**src/rtl/ir_irq_pkg.sv**
```systemverilog
package ir_irq_pkg;
  localparam int REG_W = 16;
  localparam int EVT_N = 5;
  localparam logic [REG_W-1:0] IMPL_BITS = 16'h8B80;

  localparam logic [1:0] MODE_LOW  = 2'b00;
  localparam logic [1:0] MODE_NONE = 2'b01;
  localparam logic [1:0] MODE_FAST = 2'b10;
  localparam logic [1:0] MODE_MED  = 2'b11;

  localparam int A_CTRL   = 0;
  localparam int A_CFG    = 1;
  localparam int A_LO_SRC = 2;
  localparam int A_LO_MSK = 3;
  localparam int A_LO_CLR = 4;
  localparam int A_HS_SRC = 5;
  localparam int A_HS_MSK = 6;
  localparam int A_HS_CLR = 7;

  function automatic int evt_pos(input int k);
    case (k)
      0: evt_pos = 7;   // transmit done
      1: evt_pos = 8;   // framing / crc error
      2: evt_pos = 9;   // timeout / abort
      3: evt_pos = 11;  // area overflow
      default: evt_pos = 15;  // receive done
    endcase
  endfunction
endpackage

```
**src/rtl/ir_src_bank.sv**
```systemverilog
module ir_src_bank
  import ir_irq_pkg::*;
#(
  parameter int W = REG_W,
  parameter int N = EVT_N,
  parameter logic [W-1:0] IMPL = IMPL_BITS
) (
  input  logic         clk_i,
  input  logic         rst_ni,
  input  logic [N-1:0] evt_i,
  input  logic         mask_we_i,
  input  logic         clr_we_i,
  input  logic [W-1:0] wdata_i,
  output logic [W-1:0] src_o,
  output logic [W-1:0] mask_o,
  output logic         pend_o
);
  logic [W-1:0] evt_bits, clr_bits, src_q, mask_q;

  always_comb begin
    evt_bits = '0;
    for (int k = 0; k < N; k++) evt_bits[evt_pos(k)] = evt_i[k];
  end

  assign clr_bits = clr_we_i ? (wdata_i & IMPL) : '0;

  always_ff @(posedge clk_i or negedge rst_ni) begin
    if (!rst_ni) begin
      src_q  <= '0;
      mask_q <= IMPL;
    end else begin
      src_q <= (src_q & ~clr_bits) | evt_bits;  // event wins over clear
      if (mask_we_i) mask_q <= wdata_i & IMPL;
    end
  end

  assign src_o  = src_q;
  assign mask_o = mask_q;
  assign pend_o = |(src_q & ~mask_q);

  AST_EVT_BEATS_CLR: assert property (@(posedge clk_i) disable iff (!rst_ni)
    (evt_i != '0) |=> ((src_q & $past(evt_bits)) == $past(evt_bits)));
  AST_CLR_DROPS: assert property (@(posedge clk_i) disable iff (!rst_ni)
    clr_we_i |=> ((src_q & $past(wdata_i & IMPL & ~evt_bits)) == '0));
  AST_SRC_STICKY: assert property (@(posedge clk_i) disable iff (!rst_ni)
    !clr_we_i |=> ((src_q & $past(src_q)) == $past(src_q)));
  AST_SRC_IMPL_ONLY: assert property (@(posedge clk_i) disable iff (!rst_ni)
    (src_q & ~IMPL) == '0);
endmodule

```
**src/rtl/ir_ctrl_regs.sv**
```systemverilog
module ir_ctrl_regs
  import ir_irq_pkg::*;
#(
  parameter int W = REG_W
) (
  input  logic         clk_i,
  input  logic         rst_ni,
  input  logic         ctrl_we_i,
  input  logic         cfg_we_i,
  input  logic [W-1:0] wdata_i,
  output logic [1:0]   mode_o,
  output logic [2:0]   gmask_o,  // {fifo, hs, lo}
  output logic [1:0]   tmo_o,
  output logic [W-1:0] ctrl_rd_o,
  output logic [W-1:0] cfg_rd_o
);
  logic [1:0] mode_q, tmo_q;
  logic [2:0] gm_q;

  always_ff @(posedge clk_i or negedge rst_ni) begin
    if (!rst_ni) begin
      mode_q <= MODE_LOW;
      gm_q   <= 3'b111;
      tmo_q  <= 2'b00;
    end else begin
      if (ctrl_we_i) begin
        mode_q <= wdata_i[15:14];
        gm_q   <= {wdata_i[8], wdata_i[4], wdata_i[0]};
      end
      if (cfg_we_i) begin
        if (mode_q != MODE_LOW) tmo_q <= 2'b00;
        else if (wdata_i[9:8] != 2'b11) tmo_q <= wdata_i[9:8];
      end
    end
  end

  assign mode_o  = mode_q;
  assign gmask_o = gm_q;
  assign tmo_o   = tmo_q;

  always_comb begin
    ctrl_rd_o        = '0;
    ctrl_rd_o[15:14] = mode_q;
    ctrl_rd_o[8]     = gm_q[2];
    ctrl_rd_o[4]     = gm_q[1];
    ctrl_rd_o[0]     = gm_q[0];
    cfg_rd_o         = '0;
    cfg_rd_o[9:8]    = tmo_q;
  end

  AST_TMO_RANGE: assert property (@(posedge clk_i) disable iff (!rst_ni)
    tmo_q != 2'b11);
  AST_TMO_ZERO_HS: assert property (@(posedge clk_i) disable iff (!rst_ni)
    (cfg_we_i && mode_q != MODE_LOW) |=> (tmo_q == 2'b00));
  AST_TMO_KEEP: assert property (@(posedge clk_i) disable iff (!rst_ni)
    !cfg_we_i |=> $stable(tmo_q));
endmodule

```
**src/rtl/ir_link_irq.sv**
```systemverilog
module ir_link_irq
  import ir_irq_pkg::*;
#(
  parameter int ADDR_W = 3,
  parameter int W      = REG_W,
  parameter int N      = EVT_N
) (
  input  logic              clk_i,
  input  logic              rst_ni,
  input  logic [ADDR_W-1:0] addr_i,
  input  logic              we_i,
  input  logic [W-1:0]      wdata_i,
  output logic [W-1:0]      rdata_o,
  input  logic [N-1:0]      lo_evt_i,
  input  logic [N-1:0]      hs_evt_i,
  output logic              irq_o
);
  localparam int NBANK = 2;

  logic [1:0]   mode;
  logic [2:0]   gmask;
  logic [1:0]   tmo;
  logic [W-1:0] ctrl_rd, cfg_rd;
  logic [W-1:0] src   [NBANK];
  logic [W-1:0] msk   [NBANK];
  logic         pend  [NBANK];
  logic [N-1:0] evt   [NBANK];
  logic         lo_act, hs_act;

  assign evt[0] = lo_evt_i;
  assign evt[1] = hs_evt_i;

  ir_ctrl_regs #(.W(W)) u_ctrl (
    .clk_i    (clk_i),
    .rst_ni   (rst_ni),
    .ctrl_we_i(we_i && addr_i == ADDR_W'(A_CTRL)),
    .cfg_we_i (we_i && addr_i == ADDR_W'(A_CFG)),
    .wdata_i  (wdata_i),
    .mode_o   (mode),
    .gmask_o  (gmask),
    .tmo_o    (tmo),
    .ctrl_rd_o(ctrl_rd),
    .cfg_rd_o (cfg_rd)
  );

  for (genvar b = 0; b < NBANK; b++) begin : g_bank
    localparam int MSK_A = (b == 0) ? A_LO_MSK : A_HS_MSK;
    localparam int CLR_A = (b == 0) ? A_LO_CLR : A_HS_CLR;
    ir_src_bank #(.W(W), .N(N)) u_bank (
      .clk_i    (clk_i),
      .rst_ni   (rst_ni),
      .evt_i    (evt[b]),
      .mask_we_i(we_i && addr_i == ADDR_W'(MSK_A)),
      .clr_we_i (we_i && addr_i == ADDR_W'(CLR_A)),
      .wdata_i  (wdata_i),
      .src_o    (src[b]),
      .mask_o   (msk[b]),
      .pend_o   (pend[b])
    );
  end

  assign lo_act = (mode == MODE_LOW);
  assign hs_act = (mode == MODE_MED) || (mode == MODE_FAST);
  assign irq_o  = (lo_act && !gmask[0] && pend[0]) ||
                  (hs_act && !gmask[1] && pend[1]);

  always_comb begin
    case (int'(addr_i))
      A_CTRL:   rdata_o = ctrl_rd;
      A_CFG:    rdata_o = cfg_rd;
      A_LO_SRC: rdata_o = src[0];
      A_LO_MSK: rdata_o = msk[0];
      A_HS_SRC: rdata_o = src[1];
      A_HS_MSK: rdata_o = msk[1];
      default:  rdata_o = '0;
    endcase
  end

  AST_NONE_QUIET: assert property (@(posedge clk_i) disable iff (!rst_ni)
    (mode == MODE_NONE) |-> !irq_o);
  AST_LO_GATE: assert property (@(posedge clk_i) disable iff (!rst_ni)
    (lo_act && gmask[0]) |-> !irq_o);
  AST_HS_GATE: assert property (@(posedge clk_i) disable iff (!rst_ni)
    (hs_act && gmask[1]) |-> !irq_o);
  AST_IRQ_HAS_SRC: assert property (@(posedge clk_i) disable iff (!rst_ni)
    irq_o |-> ((src[0] | src[1]) != '0));
endmodule

```
**config.mk**
```make
export PLATFORM = sky130hd
export DESIGN_NAME = ir_link_irq
export DESIGN_NICKNAME = d
export VERILOG_FILES = /design/src/rtl/ir_irq_pkg.sv /design/src/rtl/ir_src_bank.sv /design/src/rtl/ir_ctrl_regs.sv /design/src/rtl/ir_link_irq.sv
export SDC_FILE = /design/constraint.sdc
export NUM_CORES = 1
export LEC_CHECK = 0
export BUFFER_PORTS_ARGS = -buffer_cell sky130_fd_sc_hd__buf_2
export CORE_ASPECT_RATIO = 1.2
export CORE_UTILIZATION = 54
export CTS_CLUSTER_SIZE = 8
export DETAILED_ROUTE_END_ITERATION = 8
export MAX_ROUTING_LAYER = met4
export PLACE_DENSITY = 0.84
export SYNTH_ARGS = -nofsm -noshare
export SYNTH_HDL_FRONTEND = slang
export SYNTH_SLANG_ARGS = --single-unit
```
**constraint.sdc**
```tcl
create_clock -name clk_i -period 2.5 [get_ports clk_i]
set_input_delay 0.125 -clock clk_i [delete_from_list [all_inputs] [get_ports clk_i]]
set_output_delay 0.125 -clock clk_i [all_outputs]
set_load 0.02 [all_outputs]
```
==> metrics.md <==
| Metric | Value |
|---|---|
| H-Tree Depth | 1 |
| Largest net degree at the start of global routing | 28 |
| Initial antenna violation count | 0 |
| Die ar. | roughly 3000 µm² |
| Dpl hpwl | ~2400 µm |
| Dpl cells | roughly 200 |
| Vias post-DR | 1192 |
| Synth Register Bits | 27 |
| CTS Buf Count | 3 |
| Via/cell ratio | around 5.5 |
| Final Power | around 1000 µW |
| Commonest non-fill, non-tap cell in the layout | buf_2 |
| CTS tree | yes |
| Syn Area/Cell | about 11 µm² |
| DRC Markers | 0 |
| Number of global-route vias before repair | roughly 1.2k |
| Max incr delay on CP | 570 ps |
| Core Util, Final | between 60% and 70% |
| First-pass GRT wire length | ~5300 µm |
| Core area | around 2600 µm² |
| Worst-path clk slew | roughly 150 ps |
| Clk root buf | clkbuf_4 |
| WP data required | ~2400 ps |
| Die H | between 50 and 60 µm |
| Clk sinks | 27 |
| Power Density | 585 nW/µm² |
| Worst Path Max Fanout | 3 |
| Gr ovfl total | 0 |
| First drt pass iteration count | 4 |
| Final ANT Viol Nets | 0 |
| Placer Congestion | around 0.84 |
| Maximum VDD drop | 0.000428 V |
| LEAKAGE | around 0.00081 µW |
| Rel. slew slack | 60.9% |
| Max clock buf depth | 2 |
| Wirelength, routed | between 3000 and 4000 µm |
| CP Capture Type | primary output |
| Distinct cell type count after synthesis | 34 |
| Fin crit period | about 1800 ps |
| Nets | between 200 and 250 |
| Diode count | 0 |
| Count of final max-slew check failures | 0 |
| CP arrival | between 1500 and 2000 ps |
| GRT Resource Usage Total | roughly 25% |
| Post-Syn Area | ~1500 µm² |
| Die Span X | approximately 50 µm |
| Top delay family on crit path | compound AO/OA/AOI/OAI gates |
| Tcrit/Tclk final | a little under three quarters |
| Clk_skew | 9.73 ps |
| I/O pins | 49 |
| Crit path kind | flop to primary output |
| Hold Crit Class | primary input to flop |
| Setup violators final | 0 |
| Worst Hold Margin | 19.2 ps |
| RSZ-0062 raised after global routing | false |
| Crit path cell chain | o22ai_1 > o311ai_0 > o41ai_1 > buf_2 |
| Fill count | 198 |
| IO Port Bufs | 32 |
| Max Cap Viol | 0 |
| DRT iter0 DRCs | 24 |
| Worst-margin pin slew | approximately 590 ps |
| # rows | 20 |
| Synthesis-to-finish area growth | 19.5% |
| Register area share after synthesis | a little under half |
| Fraction of layout cells with a size suffix above 1 | between 30% and 40% |
| Finished Layout Cells | approximately 220 |
| Setup TNS | 0 ps |
| Initial core utilization | 57.9% |
| Crit-path slowest cell | dfstp_2 |
| Most frequent cells in the layout | buf_2, mux2_2, dfrtp_1, nand2_1, dfstp_2 |
| Synthesized instance count | 140 |
| Status | complete, no violations |
| Clk Latency, worst-skew pair | ~340 ps |
| Number of synthesis warnings | 0 |
| Avg WL per Cell | 15.0 µm |
| Crit path buffers/inverters | 1 |
| Fmax | around 560 MHz |
| Final Hold Fails | 0 |
| Worst setup SP type | flop |
path summary, 6_finish.rpt:
| path | from | cells past startpoint | slack (ps) | to |
|---|---|---|---|---|
| hold reg to reg | g_bank[0].u_bank.src_o[9]$_DFF_PN0_ | 1 | 500 | g_bank[0].u_bank.src_o[9]$_DFF_PN0_ |
| setup / recovery | g_bank[1].u_bank.mask_o[11]$_DFFE_PN1P_ | 4 | 710 | irq_o |
| hold / removal | wdata_i[14] | 2 | 20 | u_ctrl.mode_o[0]$_DFFE_PN0P_ |
| setup reg to reg | u_ctrl.mode_o[1]$_DFFE_PN0P_ | 3 | 1580 | u_ctrl.tmo_o[0]$_DFFE_PN0P_ |
| min in group asynchronous | rst_ni | 2 | 300 | u_ctrl.tmo_o[0]$_DFFE_PN0P_ |
| max in group asynchronous | rst_ni | 2 | 1810 | g_bank[1].u_bank.mask_o[9]$_DFFE_PN1P_ |
worst register-to-register path, stage by stage, from the launching register on:
cell	delay, ps
dfrtp_1	450
nor2_1	160
nand2_1	70
a2bb2oi_1	180
per-stage QoR:
step,instance area (µm²),setup slack (ps)
6_report,1780,712
3_5_place_dp,1640,987
3_3_place_gp,1640,1050
5_1_grt,1780,647
2_1_floorplan,1520,1090
4_1_cts,1780,696
kinds of logic after synthesis:
| family | share of synthesized area [%] |
|---|---|
| muxes | 14.8 |
| buffers and inverters | 7.88 |
| AOI/OAI and AO/OA | 13.3 |
| DFF | 46.4 |
| other | 0.251 |
| and+or+nand+nor | 17.4 |
sequential cells by signal, summed over array words and instances (netlist names):
name and cells:
g_bank.u_bank.mask_o 10, g_bank.u_bank.src_o 10, u_ctrl.gmask_o 3, u_ctrl.mode_o 2
u_ctrl.tmo_o 2
synthesized netlist by cell type:
cell type	count	share of area (%)
a2bb2oi_1	2	1.2
o41ai_1	1	0.59
a21o_1	4	2.0
buf_4	9	4.5
nand2_1	13	3.3
dfrtp_1	14	23
nand3_2	2	1.3
o21ai_0	5	1.7
a221o_1	1	0.67
a31oi_1	1	0.42
or2_1	4	1.7
nor3b_1	2	1.0
nor3_4	1	1.1
and2_1	5	2.1
conb_1	1	0.25
nor3_1	2	0.67
nor2_1	4	1.0
o22ai_1	4	1.7
buf_6	1	0.75
nor3b_4	1	1.3
and2b_1	2	1.0
mux4_2	1	1.5
nor2b_1	4	1.7
mux2_2	15	11
a22oi_1	2	1.0
a21oi_1	7	2.3
or2_2	2	0.84
mux2i_1	3	2.0
o311ai_0	1	0.59
buf_2	1	0.33
inv_1	9	2.3
nor2_2	1	0.42
a22o_1	2	1.2
dfstp_2	13	23
final cells by class:
class / instances / area, µm² / share of cell area [%]
Sequential cell: 27 / 692 / 38.8
Tap cell: 33 / 41.3 / 2.31
Timing Repair Buffer: 44 / 280 / 15.7
Inverter: 9 / 33.8 / 1.89
Multi-Input combinational cell: 100 / 709 / 39.8
Clock inverter: 1 / 5.00 / 0.281
Clock buffer: 3 / 22.5 / 1.26
routing by layer:
metal | track usage [%] | up-vias | wire length [µm]
li1 | - | 562 | -
met1 | 31.6 | 579 | 1370
met2 | 41.0 | 44 | 1670
met3 | 3.33 | 7 | 131
met4 | 11.4 | 0 | 70
met5 | - | - | 0
where the power goes:
group	leakage, µW	internal (µW)	switching [µW]
logic	0.000513	129	134
registers	0.000275	535	50.1
clock network	0.0000177	60.3	135
repair_timing:
item,CTS,global route
hold endpoints to repair,25,0
gates resized for setup,0,0
hold buffers,12,0
buffers inserted,0,0
Note: power is estimated with default switching activity, not from simulation.
